==> src/rtl/vc_pg_pkg.sv <==
package vc_pg_pkg;
  typedef enum logic [1:0] {
    PG_SLEEP  = 2'd0,
    PG_WAKING = 2'd1,
    PG_ACTIVE = 2'd2
  } pg_state_e;
endpackage

==> src/rtl/vc_pg_fifo.sv <==
module vc_pg_fifo #(
  parameter int DATA_W = 64,
  parameter int DEPTH  = 4
) (
  input  logic              clk,
  input  logic              rst_n,
  input  logic              flush,
  input  logic              push,
  input  logic [DATA_W-1:0] wdata,
  input  logic              pop,
  output logic [DATA_W-1:0] rdata,
  output logic              empty,
  output logic              full
);
  localparam int PTR_W = (DEPTH > 1) ? $clog2(DEPTH) : 1;
  localparam int CNT_W = $clog2(DEPTH + 1);

  logic [PTR_W-1:0]  wr_ptr, rd_ptr;
  logic [CNT_W-1:0]  count;
  logic [DATA_W-1:0] mem [DEPTH];

  function automatic logic [PTR_W-1:0] ptr_next(input logic [PTR_W-1:0] p);
    return (p == PTR_W'(DEPTH - 1)) ? '0 : p + PTR_W'(1);
  endfunction

  assign empty = (count == '0);
  assign full  = (count == CNT_W'(DEPTH));
  assign rdata = mem[rd_ptr];

  for (genvar i = 0; i < DEPTH; i++) begin : g_entry
    always_ff @(posedge clk) begin
      if (push && (wr_ptr == PTR_W'(i))) mem[i] <= wdata;
    end
  end

  always_ff @(posedge clk or negedge rst_n) begin
    if (!rst_n) begin
      wr_ptr <= '0;
      rd_ptr <= '0;
      count  <= '0;
    end else if (flush) begin
      wr_ptr <= '0;
      rd_ptr <= '0;
      count  <= '0;
    end else begin
      if (push) wr_ptr <= ptr_next(wr_ptr);
      if (pop)  rd_ptr <= ptr_next(rd_ptr);
      case ({push, pop})
        2'b10:   count <= count + CNT_W'(1);
        2'b01:   count <= count - CNT_W'(1);
        default: count <= count;
      endcase
    end
  end

  a_r1_no_overflow: assert property (@(posedge clk) disable iff (!rst_n)
    full |-> !push);
  a_r8_no_underflow: assert property (@(posedge clk) disable iff (!rst_n)
    empty |-> !pop);
  a_r7_flush_clears: assert property (@(posedge clk) disable iff (!rst_n)
    flush |=> empty);
endmodule

==> src/rtl/vc_pg_sleep_ctrl.sv <==
module vc_pg_sleep_ctrl
  import vc_pg_pkg::*;
#(
  parameter int LAT_W  = 3,
  parameter int HOLD_W = 5
) (
  input  logic              clk,
  input  logic              rst_n,
  input  logic              wake_req,
  input  logic              keep_awake,
  input  logic              buf_empty,
  input  logic              push,
  input  logic [LAT_W-1:0]  wake_lat,
  input  logic [HOLD_W-1:0] idle_hold,
  output logic              flush,
  output logic              pwr_sleep,
  output logic              active
);
  pg_state_e         state, state_nx;
  logic [LAT_W-1:0]  wake_cnt;
  logic [HOLD_W-1:0] idle_cnt;
  logic              idle_tick, go_sleep, wake_start, wake_done;

  function automatic logic hold_reached(input logic [HOLD_W-1:0] cnt,
                                        input logic [HOLD_W-1:0] hold);
    logic [HOLD_W:0] seen, need;
    seen = {1'b0, cnt} + {{HOLD_W{1'b0}}, 1'b1};
    need = (hold == '0) ? {{HOLD_W{1'b0}}, 1'b1} : {1'b0, hold};
    return seen >= need;
  endfunction

  assign active     = (state == PG_ACTIVE);
  assign pwr_sleep  = (state == PG_SLEEP);
  assign idle_tick  = active && buf_empty && !push && !keep_awake;
  assign go_sleep   = idle_tick && hold_reached(idle_cnt, idle_hold);
  assign wake_start = (state == PG_SLEEP) && wake_req;
  assign wake_done  = (state == PG_WAKING) && (wake_cnt == LAT_W'(1));
  assign flush      = go_sleep;

  always_comb begin
    state_nx = state;
    unique case (state)
      PG_SLEEP:  if (wake_start) state_nx = (wake_lat == '0) ? PG_ACTIVE : PG_WAKING;
      PG_WAKING: if (wake_done)  state_nx = PG_ACTIVE;
      PG_ACTIVE: if (go_sleep)   state_nx = PG_SLEEP;
      default:   state_nx = PG_SLEEP;
    endcase
  end

  always_ff @(posedge clk or negedge rst_n) begin
    if (!rst_n) begin
      state    <= PG_SLEEP;
      wake_cnt <= '0;
      idle_cnt <= '0;
    end else begin
      state <= state_nx;
      if (wake_start)               wake_cnt <= wake_lat;
      else if (state == PG_WAKING)  wake_cnt <= wake_cnt - LAT_W'(1);
      if (idle_tick && !go_sleep)   idle_cnt <= idle_cnt + HOLD_W'(1);
      else                          idle_cnt <= '0;
    end
  end

  a_r4_sleep_to_waking: assert property (@(posedge clk) disable iff (!rst_n)
    (wake_start && wake_lat != '0) |=> (state == PG_WAKING && wake_cnt == $past(wake_lat)));
  a_r4_lat0_direct: assert property (@(posedge clk) disable iff (!rst_n)
    (wake_start && wake_lat == '0) |=> active);
  a_r4_waking_steps: assert property (@(posedge clk) disable iff (!rst_n)
    (state == PG_WAKING && wake_cnt != LAT_W'(1))
      |=> (state == PG_WAKING && wake_cnt == $past(wake_cnt) - LAT_W'(1)));
  a_r5_sleep_only_idle: assert property (@(posedge clk) disable iff (!rst_n)
    $rose(pwr_sleep) |-> $past(buf_empty && !push && !keep_awake));
  a_r3_stay_asleep: assert property (@(posedge clk) disable iff (!rst_n)
    (state == PG_SLEEP && !wake_req) |=> pwr_sleep);
endmodule

==> src/rtl/vc_pg_buffer.sv <==
module vc_pg_buffer #(
  parameter int DATA_W = 64,
  parameter int DEPTH  = 4,
  parameter int LAT_W  = 3,
  parameter int HOLD_W = 5
) (
  input  logic              clk,
  input  logic              rst_n,
  input  logic              early_wake,
  input  logic [LAT_W-1:0]  wake_lat,
  input  logic [HOLD_W-1:0] idle_hold,
  input  logic              wr_valid,
  input  logic [DATA_W-1:0] wr_data,
  output logic              wr_ready,
  input  logic              rd_ready,
  output logic              rd_valid,
  output logic [DATA_W-1:0] rd_data,
  output logic              pwr_sleep,
  output logic              stall
);
  logic ev_push, ev_pop, ev_flush;
  logic buf_empty, buf_full, ch_active;

  assign wr_ready = ch_active && !buf_full;
  assign rd_valid = ch_active && !buf_empty;
  assign ev_push  = wr_valid && wr_ready;
  assign ev_pop   = rd_ready && rd_valid;
  assign stall    = wr_valid && !ch_active;

  vc_pg_sleep_ctrl #(.LAT_W(LAT_W), .HOLD_W(HOLD_W)) u_ctrl (
    .clk        (clk),
    .rst_n      (rst_n),
    .wake_req   (wr_valid || early_wake),
    .keep_awake (early_wake),
    .buf_empty  (buf_empty),
    .push       (ev_push),
    .wake_lat   (wake_lat),
    .idle_hold  (idle_hold),
    .flush      (ev_flush),
    .pwr_sleep  (pwr_sleep),
    .active     (ch_active)
  );

  vc_pg_fifo #(.DATA_W(DATA_W), .DEPTH(DEPTH)) u_fifo (
    .clk   (clk),
    .rst_n (rst_n),
    .flush (ev_flush),
    .push  (ev_push),
    .wdata (wr_data),
    .pop   (ev_pop),
    .rdata (rd_data),
    .empty (buf_empty),
    .full  (buf_full)
  );

  a_r3_closed_while_off: assert property (@(posedge clk) disable iff (!rst_n)
    pwr_sleep |-> (!wr_ready && !rd_valid));
  a_r3_stall_refused: assert property (@(posedge clk) disable iff (!rst_n)
    stall |-> !wr_ready);
  a_r7_wake_empty: assert property (@(posedge clk) disable iff (!rst_n)
    $fell(pwr_sleep) |-> !rd_valid);
endmodule

==> config.mk <==
export PLATFORM = sky130hd
export DESIGN_NAME = vc_pg_buffer
export DESIGN_NICKNAME = d
export VERILOG_FILES = /design/src/rtl/vc_pg_pkg.sv /design/src/rtl/vc_pg_fifo.sv /design/src/rtl/vc_pg_sleep_ctrl.sv /design/src/rtl/vc_pg_buffer.sv
export SDC_FILE = /design/constraint.sdc
export NUM_CORES = 1
export LEC_CHECK = 0
export BUFFER_PORTS_ARGS = -buffer_cell sky130_fd_sc_hd__buf_2
export CAP_MARGIN = 20
export CORE_ASPECT_RATIO = 1.1
export CORE_MARGIN = 1.5
export CORE_UTILIZATION = 51
export CTS_CLUSTER_DIAMETER = 100
export DETAILED_ROUTE_END_ITERATION = 6
export GPL_ROUTABILITY_DRIVEN = 1
export PLACE_DENSITY = 0.79
export SYNTH_ARGS = -nofsm -noshare
export SYNTH_HDL_FRONTEND = slang
export SYNTH_SLANG_ARGS = --single-unit
==> constraint.sdc <==
create_clock -name clk -period 2.65 [get_ports clk]
set_clock_uncertainty 0.1 [all_clocks]
set_input_delay 0.265 -clock clk [delete_from_list [all_inputs] [get_ports clk]]
set_output_delay 0.265 -clock clk [all_outputs]
set_load 0.02 [all_outputs]
==> impl_summary.md, run 1 <==
Critical path
The cell family with the largest share of critical-path delay is multiplexers. Counting cells, the worst reg-to-reg path comes to 7. The arrival time of data at the critical path endpoint is 2.17 ns. The data required time of the worst path is between 2 and 2.5 ns. The destination of the worst register-to-register timing path is u_fifo.count[2]. The critical path contains buffers and inverters numbering 2 combined. For this design, the slowest cell found on the critical path is sky130_fd_sc_hd__mux4_2. The worst setup path is launched from a flip-flop. For this run, the slowest stage of the critical path takes a little under 0.6 ns. The biggest fanout along the worst timing path is 33.

The launching point of the worst reg2reg path is u_ctrl.state[0]. The kind of end point of the critical path is an output port. The critical path is of the flip-flop to output port type.

Setup slack on the worst reg-to-reg path comes out at around 0.32 ns. Walking the worst path, the cells encountered are buf_12 > mux4_2 > buf_2.

GRT
Global routing used 32.9% of the available met2 tracks. In this run the most used layer during global routing was met2. The overall fraction of global-route tracks in use is 19.0%. Global routing consumed, on the met1 layer, 25.5% of the routing resources. The number of antenna violations at the first check in global routing came to 0. The number of global-route vias before repair is 5685. For met3 alone, demand over resource in global routing was 3.65%. The total grt overflow is 0. The first global-routing pass estimated 31.4 mm of wire. The pin count of the biggest net entering global routing is 34.

Detailed routing
Wires add up to 19.8 mm. The detailed router placed between 5000 and 6000 vias in this run. Using the TritonRoute via totals, the vias-per-cell ratio works out to 5.48. The post-detailed-route DRC marker count is 0. After the first detailed-routing iteration, the DRC count stood at 291.

The first-pass detailed-route iteration total is 6. After detailed routing, the average wire length per cell comes to ~20 um. The count of nets left with antenna violations once routing finished came out at 0.

CTS
The number of cells upsized or downsized after cts is 0. The clock slew at the register clock pins of the worst setup and hold paths is approximately 0.06 ns. The source-to-sink clock delay at the later pin of the worst-skew pair is roughly 0.52 ns. TritonCTS built the clock tree. The TritonCTS sink count is 273.

The number of clock buffers inserted by TritonCTS is 26. The number of hold buffers added after CTS was 65. In this run the post-CTS setup repair buffer count came out at 0. CTS built an H-tree with a depth of 1. The maximum clock path buffer count is 3. The tree is rooted in a sky130_fd_sc_hd__clkbuf_16.

Logic synthesis
In this run the cell area of the synthesized design comes to slightly above 10000 um2. The commonest cells after synthesis are sky130_fd_sc_hd__edfxtp_1, sky130_fd_sc_hd__mux4_2, sky130_fd_sc_hd__dfrtp_1. Synthesis produced a netlist with a net count of 547. The register bit total from synthesis is about 270. The number of flops mapped to enable cells by yosys is 256. After synthesis, the cell types taking the most area are sky130_fd_sc_hd__edfxtp_1, sky130_fd_sc_hd__mux4_2, sky130_fd_sc_hd__dfrtp_1. The cell type with the largest total area after synthesis is sky130_fd_sc_hd__edfxtp_1. The synthesized design devotes to its leading area cell type 74.2% of total area. For this run, the leading register cell type out of synthesis is sky130_fd_sc_hd__edfxtp_1.

The post-synthesis async set-or-reset flop share is 6.23%. The count of distinct cell types in the synthesized netlist is 40. Summing the sequential cell areas from Yosys gives 78.3% of the chip area. The instance count of the mapped netlist is 456.

The most common cell in the synthesized netlist is sky130_fd_sc_hd__edfxtp_1. In this run the mean area of a mapped cell was 22.7 um2. The yosys synthesis warning count is 0.

Timing
Setup repair after global routing left no endpoint under its margin. For the pin with the worst max-slew slack, the measured transition is approximately 0.41 ns. The number of max-slew violations in the final report came to 0. The final critical path takes up 95.7% of the cycle. The shortest period the worst path allows is 2.54 ns. The count of final hold-check violations is 0. The worst pin sits at a relative slew slack of 72.7%. Setup violations remaining at the end of the flow were counted as 0. Derived from the worst setup path, the maximum achievable clock frequency is 394 MHz.

Adding up every negative setup slack in the final design gives 0 ns.

Worst hold path
In this run the most critical hold path is launched from wake_lat[0]. The path type of the worst min-delay path is primary input to flip-flop. The destination of the worst hold path is u_ctrl.state[1]. The hold-critical path depth is 4.

Floorplanning
From bottom edge to top edge, the die measures 153 um. The floorplan step defined a die boundary enclosing 21200 um2. The row count is 54.

The core region is slightly below 20000 um2. Once the floorplan was initialized, standard cells occupied 52.2% of the core. around 150 I/O pins were placed. The die is 139 um wide.

Run
The tool flagged a number of max-cap violations equal to 0.

Status
The flow ran to the end, and the final reports show no timing, DRC or antenna violations.

Pwr
The design draws about 0.012 W. The reported leakage power is 4.60 nW. The cell area power density is between 900 and 1000 nW/um2. Across the VDD grid, the largest voltage drop is 0.758 mV.

Layout
The number of antenna cells inserted is 0. The area growth from synthesis to layout is 25.7%. The post-route netlist has 38.8% of its cells at a drive strength greater than 1. The net count of the finished layout is 784.

Place
After legalization and detailed placement, the total HPWL measured 12.6 mm. The count of buffers added on input and output ports is 144. The weighted congestion at the end of routability-driven global placement is 0.780.
-- worst min-delay path, cell delays in order --
cell and delay [ns]:
sky130_fd_sc_hd__buf_2 0.09, sky130_fd_sc_hd__nor3_1 0.06, sky130_fd_sc_hd__a2bb2oi_1 0.15, sky130_fd_sc_hd__o22ai_1 0.08
-- final cells by class --
class,count,area (um2)
multi-input cells,154,2140
fillers,1306,6830
well taps,252,315
clock inverters,16,135
flip-flops and latches,273,8120
repair buffers,225,1580
clock buffers,32,694
inverters,13,48.8
-- report_power, final --
part | internal, W | switching (W) | total [W]
Combinational | 0.00151 | 0.00179 | 0.00330
Clock | 0.00206 | 0.00149 | 0.00355
Sequential | 0.00495 | 0.000261 | 0.00521
-- through the flow --
stage | std cells | hold slack (ns) | setup slack (ns) | cell area, um2 | util (%)
floorplan | 456 | -0.131 | 0.570 | 10400 | -
global placement | 852 | 0.0958 | 0.514 | 11600 | 58.2
detailed placement | 852 | 0.113 | 0.353 | 11600 | 58.2
CTS | 965 | 0.0600 | 0.0666 | 13000 | 65.6
global route | 965 | 0.0967 | 0.0140 | 13000 | 65.6
finish | 965 | 0.0927 | 0.113 | 13000 | 65.6
-- how the worst max path moves through the flow --
stage | from | to | slack (ns) | cells after the start
2_1_floorplan | u_ctrl.state[1] | u_fifo.mem[0][0] | 0.57 | 3
4_1_cts | u_fifo.rd_ptr[0] | rd_data[0] | 0.07 | 3
3_5_place_dp | u_ctrl.state[0] | u_fifo.count[2] | 0.35 | 7
5_1_grt | u_fifo.rd_ptr[0] | rd_data[0] | 0.01 | 3
3_3_place_gp | u_ctrl.state[0] | u_fifo.count[2] | 0.51 | 7
6_report | u_fifo.rd_ptr[0] | rd_data[0] | 0.11 | 3
-- cell families after synthesis --
logic type | count (synthesis) | share of synthesized area, %
AO/OA/AOI/OAI | 18 | 1.16
buffers and inverters | 29 | 1.28
multiplexers | 66 | 14.1
flip-flops | 273 | 78.3
adder cells (fa/ha/maj) | 14 | 1.76
XOR/XNOR | 6 | 0.579
AND/OR/NAND/NOR | 50 | 2.85
-- cells in the final DEF, fill, tap and decap left out, types with 2 or more instances in the layout --
master                          instances
sky130_fd_sc_hd__mux4_2                64
sky130_fd_sc_hd__buf_2                144
sky130_fd_sc_hd__buf_12                 7
sky130_fd_sc_hd__dlygate4sd3_1         65
sky130_fd_sc_hd__nand3_1                5
sky130_fd_sc_hd__clkinv_1               3
sky130_fd_sc_hd__bufinv_16              2
sky130_fd_sc_hd__edfxtp_1             256
sky130_fd_sc_hd__clkbuf_16             27
sky130_fd_sc_hd__dfrtp_4                2
sky130_fd_sc_hd__nor3_1                 6
sky130_fd_sc_hd__o31ai_1                2
sky130_fd_sc_hd__mux2i_1                2
sky130_fd_sc_hd__and3_4                 4
sky130_fd_sc_hd__nor2b_1                4
sky130_fd_sc_hd__o22a_1                 2
sky130_fd_sc_hd__ha_1                  13
sky130_fd_sc_hd__clkinv_2               8
sky130_fd_sc_hd__a21oi_1                7
sky130_fd_sc_hd__nor2_1                12
sky130_fd_sc_hd__clkbuf_1               5
sky130_fd_sc_hd__nand2_1                5
sky130_fd_sc_hd__inv_1                 13
sky130_fd_sc_hd__and3_1                 3
sky130_fd_sc_hd__dfrtp_1               15
sky130_fd_sc_hd__clkinvlp_4             2
sky130_fd_sc_hd__buf_4                  9
sky130_fd_sc_hd__xnor2_1                4
-- state kept, by name (all words and copies together) (netlist names) --
name and count:
u_fifo.mem 256, u_ctrl.idle_cnt 5, u_ctrl.wake_cnt 3, u_fifo.count 3, u_ctrl.state 2, u_fifo.rd_ptr 2, u_fifo.wr_ptr 2
-- per-layer routing --
| metal | part of all wire (%) | routed length [um] |
|---|---|---|
| met1 | 40 | 8010 |
| met5 | 0 | 0 |
| met4 | 1.2 | 231 |
| met2 | 52 | 10400 |
| met3 | 6.1 | 1220 |
(Power assumes the default switching activity.)
==> inputs of run 2 (changes only) <==
Settings changed: RECOVER_POWER set to 50.
==> impl_summary.md, run 2 (same netlist as run 1, synthesis figures left out) <==
Status
The flow ran to the end, and the final reports show no timing, DRC or antenna violations.

CTS
Once the clock tree was built, the resizer swapped 0 gates to a different size. Buffers inserted to repair hold after CTS numbered 65. The TritonCTS clock tree is yes. No sink is reached through more buffers than the 3 on the longest clock path.

The TritonCTS sink count is ~270. The tree is rooted in a sky130_fd_sc_hd__clkbuf_16. Clock-pin slew was measured on the worst setup and hold paths at around 0.060 ns.

For the worst-skew pair, the clock arrives at the later sink with an insertion delay of 0.52 ns. The number of setup buffers added after CTS is 0. CTS built an H-tree with a depth of 1. TritonCTS created 26 clock buffers.

Timing
After layout, the worst path uses between 90 and 100% of the clock period. The worst-case hold slack is approximately 0.076 ns. The shortest period the worst path allows is about 2.5 ns. The maximum operating frequency is 394 MHz. The pin slew with the least headroom to its limit is 0.979 ns. Setup repair after global routing left no endpoint under its margin. The max-slew headroom at the worst pin is 34.7%. The number of max-slew violations in the final report is 0.

The post-route setup TNS is 0 ns. The count of final hold-check violations was 0. The number of setup violations in the final report is 0.

Layout
The repair_antennas step left the layout with diodes totalling 0. The largest registers in the layout are u_fifo.mem x256, u_ctrl.idle_cnt x5. The area growth from synthesis to layout is 24.8%.

The register bank with the most flops is u_fifo.mem. The register with the most flip-flops in the layout has 256 of them. The net count of the finished layout is 784. The top cell types in the final layout, fill and taps aside, are sky130_fd_sc_hd__edfxtp_1, sky130_fd_sc_hd__buf_2, sky130_fd_sc_hd__clkbuf_1. The fraction of final layout cells with drive strength greater than 1 is around 30%. The leading cell type in the layout, fill and taps excluded is sky130_fd_sc_hd__edfxtp_1.

Floorplanning
The core footprint is 19900 um2. The count of boundary I/O pins is 145. The floorplan has 54 rows. The floorplan step set the die height to ~150 um. The horizontal extent of the die is 139 um. The starting utilization of the core area is 52.2%. The die covers 21200 um2.

Critical path
The count of cells along the worst register-to-register path is 3. Traced cell by cell, the critical path runs through buf_12 > mux4_2 > buf_2. Data arrives at the worst endpoint at 2.18 ns.

The biggest fanout along the worst timing path is 33. Counting buffers and inverters, the worst setup path is 3 cells deep. The delay of the slowest cell on the worst path is 0.59 ns. The first element of the critical path is u_fifo.rd_ptr[0]. Among all stages on the critical path, the largest delay is contributed by sky130_fd_sc_hd__mux4_2. Data on the critical path is required at its endpoint by 2.29 ns.

The launching point of the worst reg2reg path is u_ctrl.state[0]. The worst setup path is launched from a flip-flop. Together, buffers and inverters on the worst path number 2. Among cell families on the critical path, the largest total delay comes from multiplexers. STA classifies the critical path endpoint as an output port. The critical path class is flip-flop to output port.

Pwr
The worst supply voltage drop on vdd is 0.758 mV. The cell area power density is 931 nW/um2. For this design the static power due to leakage is 4.42 nW.

GRT
The overall fraction of global-route tracks in use is 19.0%. The first global-routing pass estimated 31.4 mm of wire. The number of global-route vias before repair was 5685. Entering global routing, the biggest net connects 34 pins.

The total grt overflow is 0. The number of antenna violations at the first check in global routing is 0.

Detailed routing
Once detail routing completed, the nets flagged for antenna violations numbered 0. The routed layout has 5307 vias. For this run, design rule violations remaining after detail routing come to 0. The final layout contains routed wiring with a total length of 19.8 mm. The average wire per standard cell is 20.5 um. Using the TritonRoute via totals, the vias-per-cell ratio works out to 5.50. The detailed router finished its first iteration with 306 violations. The first detailed-routing pass ran for 6 iterations.

Place
At the end of routability-driven placement, the weighted congestion stood at 0.780. Input and output buffers added on the ports amount to 144. The total half-perimeter wirelength after legalization and detailed placement is 12.6 mm.

Worst hold path
The hold-critical path depth is 4. The worst hold path begins at wake_lat[1]. In this run the worst hold path is classified as primary input to flip-flop.

Run
The tool flagged a number of max-cap violations equal to 0.
[run 2: cell types whose count changed in the layout (fill, tap and decap cells not counted), sizes merged]
cell	previous run	this run
buf	160	94
clkbuf	32	98
[run 2: worst reg2reg max path, cell delays in order, from the launching register on]
cell and delay [ns]:
sky130_fd_sc_hd__dfrtp_1 0.51, sky130_fd_sc_hd__and3b_1 0.38, sky130_fd_sc_hd__and3_1 0.84, sky130_fd_sc_hd__buf_4 0.39
[run 2: area by class of cell]
type | instances | area [um2]
Timing Repair Buffer | 225 | 1500
Sequential cell | 273 | 8120
Fill cell | 1342 | 6920
Multi-Input combinational cell | 154 | 2130
Clock buffer | 32 | 694
Clock inverter | 16 | 135
Inverter | 13 | 48.8
Tap cell | 252 | 315
[run 2: per-stage QoR]
stage	util, %	std cells	instance area (um2)	power (W)	worst slack (ns)
after floorplan	-	456	10400	0.00751	0.570
after global placement	58.2	852	11600	0.00845	0.514
after detailed placement	58.2	852	11600	0.00857	0.353
after CTS	65.6	965	13000	0.0122	0.0666
after global routing	65.1	965	12900	0.0126	0.0140
final	65.1	965	12900	0.0121	0.109
[run 2: power by group]
| part | total, W | internal [W] | switching, W |
|---|---|---|---|
| registers | 0.00522 | 0.00495 | 0.000266 |
| logic | 0.00328 | 0.00149 | 0.00179 |
| clock network | 0.00355 | 0.00206 | 0.00149 |
| total | 0.0121 | 0.00850 | 0.00355 |
[run 2: metal layers]
layer,vias to the layer above,GRT usage (%),share of wire (%)
met3,21,3.65,6.2
met1,2728,25.5,41
met4,0,3.72,1.2
li1,2361,-,-
met2,197,32.9,52
met5,-,0,0
[run 2: worst paths after layout]
path	end	slack, ns
worst max-delay path	rd_data[0]	0.11
worst min-delay path	u_ctrl.wake_cnt[1]	0.08
worst max register to register	u_fifo.mem[1][49]	0.13
worst min register to register	u_ctrl.wake_cnt[1]	0.42
max in group asynchronous	u_fifo.rd_ptr[1]	1.41
min in group asynchronous	u_ctrl.idle_cnt[0]	0.31
==> inputs of run 3 (changes only) <==
Settings changed: CORE_ASPECT_RATIO 1.1 to 1.2.
==> impl_summary.md, run 3 (same netlist as run 1, synthesis figures left out) <==
Detailed routing
The post-detailed-route DRC marker count is 0. The detailed-route vias per instance is 5.51. Before antenna repair, the detailed router went through 4 iterations. The average wire per standard cell is 20.0 um.

The count of routing violations after the opening detailed-route iteration is 309. The detailed-route via count is 5373. Once detail routing completed, the nets flagged for antenna violations numbered 0. The final wirelength is 19.5 mm.

Critical path
STA puts the critical path data arrival time at 2.09 ns. The endpoint identified for the worst register-to-register timing path is u_fifo.count[2]. The biggest fanout along the worst timing path is 43. The cell family with the largest share of critical-path delay is flip-flops. The path length in cells of the critical path is 3. The critical path ends at rd_data[18].

The signal on the critical path passes through buf_12 > mux4_2 > buf_2. The kind of end point of the critical path is an output port. The data required time of the worst path is approximately 2.3 ns. The critical path class is flip-flop to output port. In this run the critical register-to-register path is launched from u_ctrl.state[0]. The first element of the critical path is u_fifo.rd_ptr[1]. The count of buffering cells on the critical path with inverters included is 2.

The slowest cell on the critical path is sky130_fd_sc_hd__dfrtp_4. STA classifies the critical path startpoint as a flip-flop. Counting cells, the worst reg-to-reg path comes to 7. The register-to-register path setup slack is approximately 0.41 ns. The delay of the slowest cell on the worst path is 0.66 ns.

Floorplanning
The vertical die dimension is ~160 um. The floorplan step defined a die boundary enclosing ~21000 um2. The core footprint is 19800 um2.

The initialized floorplan defines 56 standard-cell rows. 145 I/O pins were placed. The starting utilization of the core area is 52.5%. The horizontal extent of the die is 133 um.

CTS
The clock slew at the register clock pins of the worst setup and hold paths is 0.06 ns. The maximum clock path buffer count is 3. Counting the buffers created by CTS gives 26. CTS built an H-tree with a depth of 1.

TritonCTS built the clock tree. The clock tree root buffer cell is sky130_fd_sc_hd__clkbuf_16. At the later pin of the worst-skew pair, clock insertion delay measures 0.51 ns. The TritonCTS sink count is 273.

Pwr
The worst-case IR drop observed on VDD is 0.545 mV. Dividing total power by cell area gives a power density of 945 nW/um2. The reported leakage power is 4.44 nW.

The design draws 0.0123 W.

GRT
Entering global routing, the biggest net connects 65 pins. The number of global-route vias before repair was 5785. In the global route stage, overall resource usage came out at 18.8%. The total overflow left after global routing is 0. The met2 usage in global routing is 33.1%. The wire length of the first global-routing pass is 31.1 mm. met2 is the most crowded layer. The number of antenna violations at the first check in global routing is 0.

The global routing met1 resource utilization is 24.2%. Global routing used 3.53% of the available met3 tracks.

Place
After legalization and detailed placement, the total HPWL measured 11.8 mm. The weighted congestion at the end of routability-driven global placement is between 0.7 and 0.8. The number of I/O port buffers is between 100 and 150.

Timing
The tightest hold path in the finished design has a slack of ~0.073 ns. The fraction of the cycle the final worst path needs is between 90% and 100%. The count of final hold-check violations was 0. In this run the tightest slew margin relative to its limit is 36.7%.

The number of max-slew violations in the final report came to 0. At the pin with the least slew margin, the transition time is 0.950 ns. The maximum operating frequency is between 400 and 500 MHz. For the finished layout, the period the worst path requires is 2.46 ns. The number of setup violations in the final report is 0. Setup repair after global routing left no endpoint under its margin. The post-route setup TNS is 0 ns.

Worst hold path
The worst hold path passes through 4 cells. The min-delay analysis places its worst path in the category primary input to flip-flop. The hold path startpoint is wake_lat[1].

Layout
The library cells used most frequently in the layout, excluding fill and tap cells, are sky130_fd_sc_hd__edfxtp_1, sky130_fd_sc_hd__buf_2, sky130_fd_sc_hd__clkbuf_1. Of the cells placed in the final design, the portion with a size suffix greater than 1 is 28.7%. The area growth from synthesis to layout is 25.1%. The number of antenna cells inserted is 0.

The register with the most flip-flops in the layout has 256 of them. The register with the most flip-flops in the final layout is u_fifo.mem. The number of nets in the finished design is about 790. The leading cell type in the layout, fill and taps excluded is sky130_fd_sc_hd__edfxtp_1.

In the final layout, the registers with the most flip-flops are u_fifo.mem x256, u_ctrl.idle_cnt x5. The post-route core utilization is 65.6%.

Status
The flow ran to the end, and the final reports show no timing, DRC or antenna violations.

Run
The number of max-cap violations is 0.
run 3: cell count changes in the layout (fill, tap and decap cells not counted), sizes merged:
| cell | change |
|---|---|
| bufinv | +2 |
| inv | -1 |
| clkinvlp | -1 |
| clkbuf | +1 |
run 3: area by class of cell:
| cell class | count | area, um2 |
|---|---|---|
| Fill cell | 1339 | 6790 |
| Clock inverter | 16 | 173 |
| Sequential cell | 273 | 8120 |
| Inverter | 13 | 48.8 |
| Multi-Input combinational cell | 154 | 2120 |
| Tap cell | 261 | 327 |
| Timing Repair Buffer | 228 | 1490 |
| Clock buffer | 30 | 687 |
run 3: how the worst min path moves through the flow:
stage / end / slack, ns
after floorplan: u_ctrl.idle_cnt[0] / -0.13
after global placement: u_ctrl.wake_cnt[1] / 0.1
after CTS: u_ctrl.wake_cnt[1] / 0.06
after detailed placement: u_ctrl.wake_cnt[0] / 0.10
after global routing: u_ctrl.wake_cnt[1] / 0.08
final: u_ctrl.wake_cnt[1] / 0.07
run 3: power breakdown:
part / leakage [nW] / internal (W) / total [W] / switching [W]
logic: 1.51 / 0.00157 / 0.00338 / 0.00181
clock network: 0.417 / 0.00223 / 0.00367 / 0.00144
registers: 2.51 / 0.00495 / 0.00521 / 0.000256
run 3: worst reg2reg max path, cell delays in order, from the launching register on:
cell                       delay, ns
sky130_fd_sc_hd__dfrtp_1        0.51
sky130_fd_sc_hd__nand2b_4       0.23
sky130_fd_sc_hd__nor3b_4        0.36
sky130_fd_sc_hd__nand2_1        0.14
sky130_fd_sc_hd__fa_1           0.41
sky130_fd_sc_hd__nor3_1         0.19
sky130_fd_sc_hd__nor2_1         0.08
sky130_fd_sc_hd__xnor2_1        0.12
run 3: per-stage QoR:
step / std cells / area (um2) / setup slack, ns
2_1_floorplan: 456 / 10400 / 0.570
3_5_place_dp: 856 / 11500 / 0.445
6_report: 975 / 13000 / 0.193
5_1_grt: 975 / 13000 / 0.121
3_3_place_gp: 856 / 11500 / 0.493
4_1_cts: 967 / 13000 / 0.0252
run 3: timing repair:
action                                 CTS  global route
hold buffers                            65             0
endpoints found under the hold margin  273             0
setup endpoints to repair                0             5
gates resized for setup                  0             0
setup buffers                            0             8
run 3: metal layers:
layer,vias up,part of all wire [%]
met3,41,6.4
met5,-,0
met2,203,52
met4,0,2.1
li1,2374,-
met1,2755,39
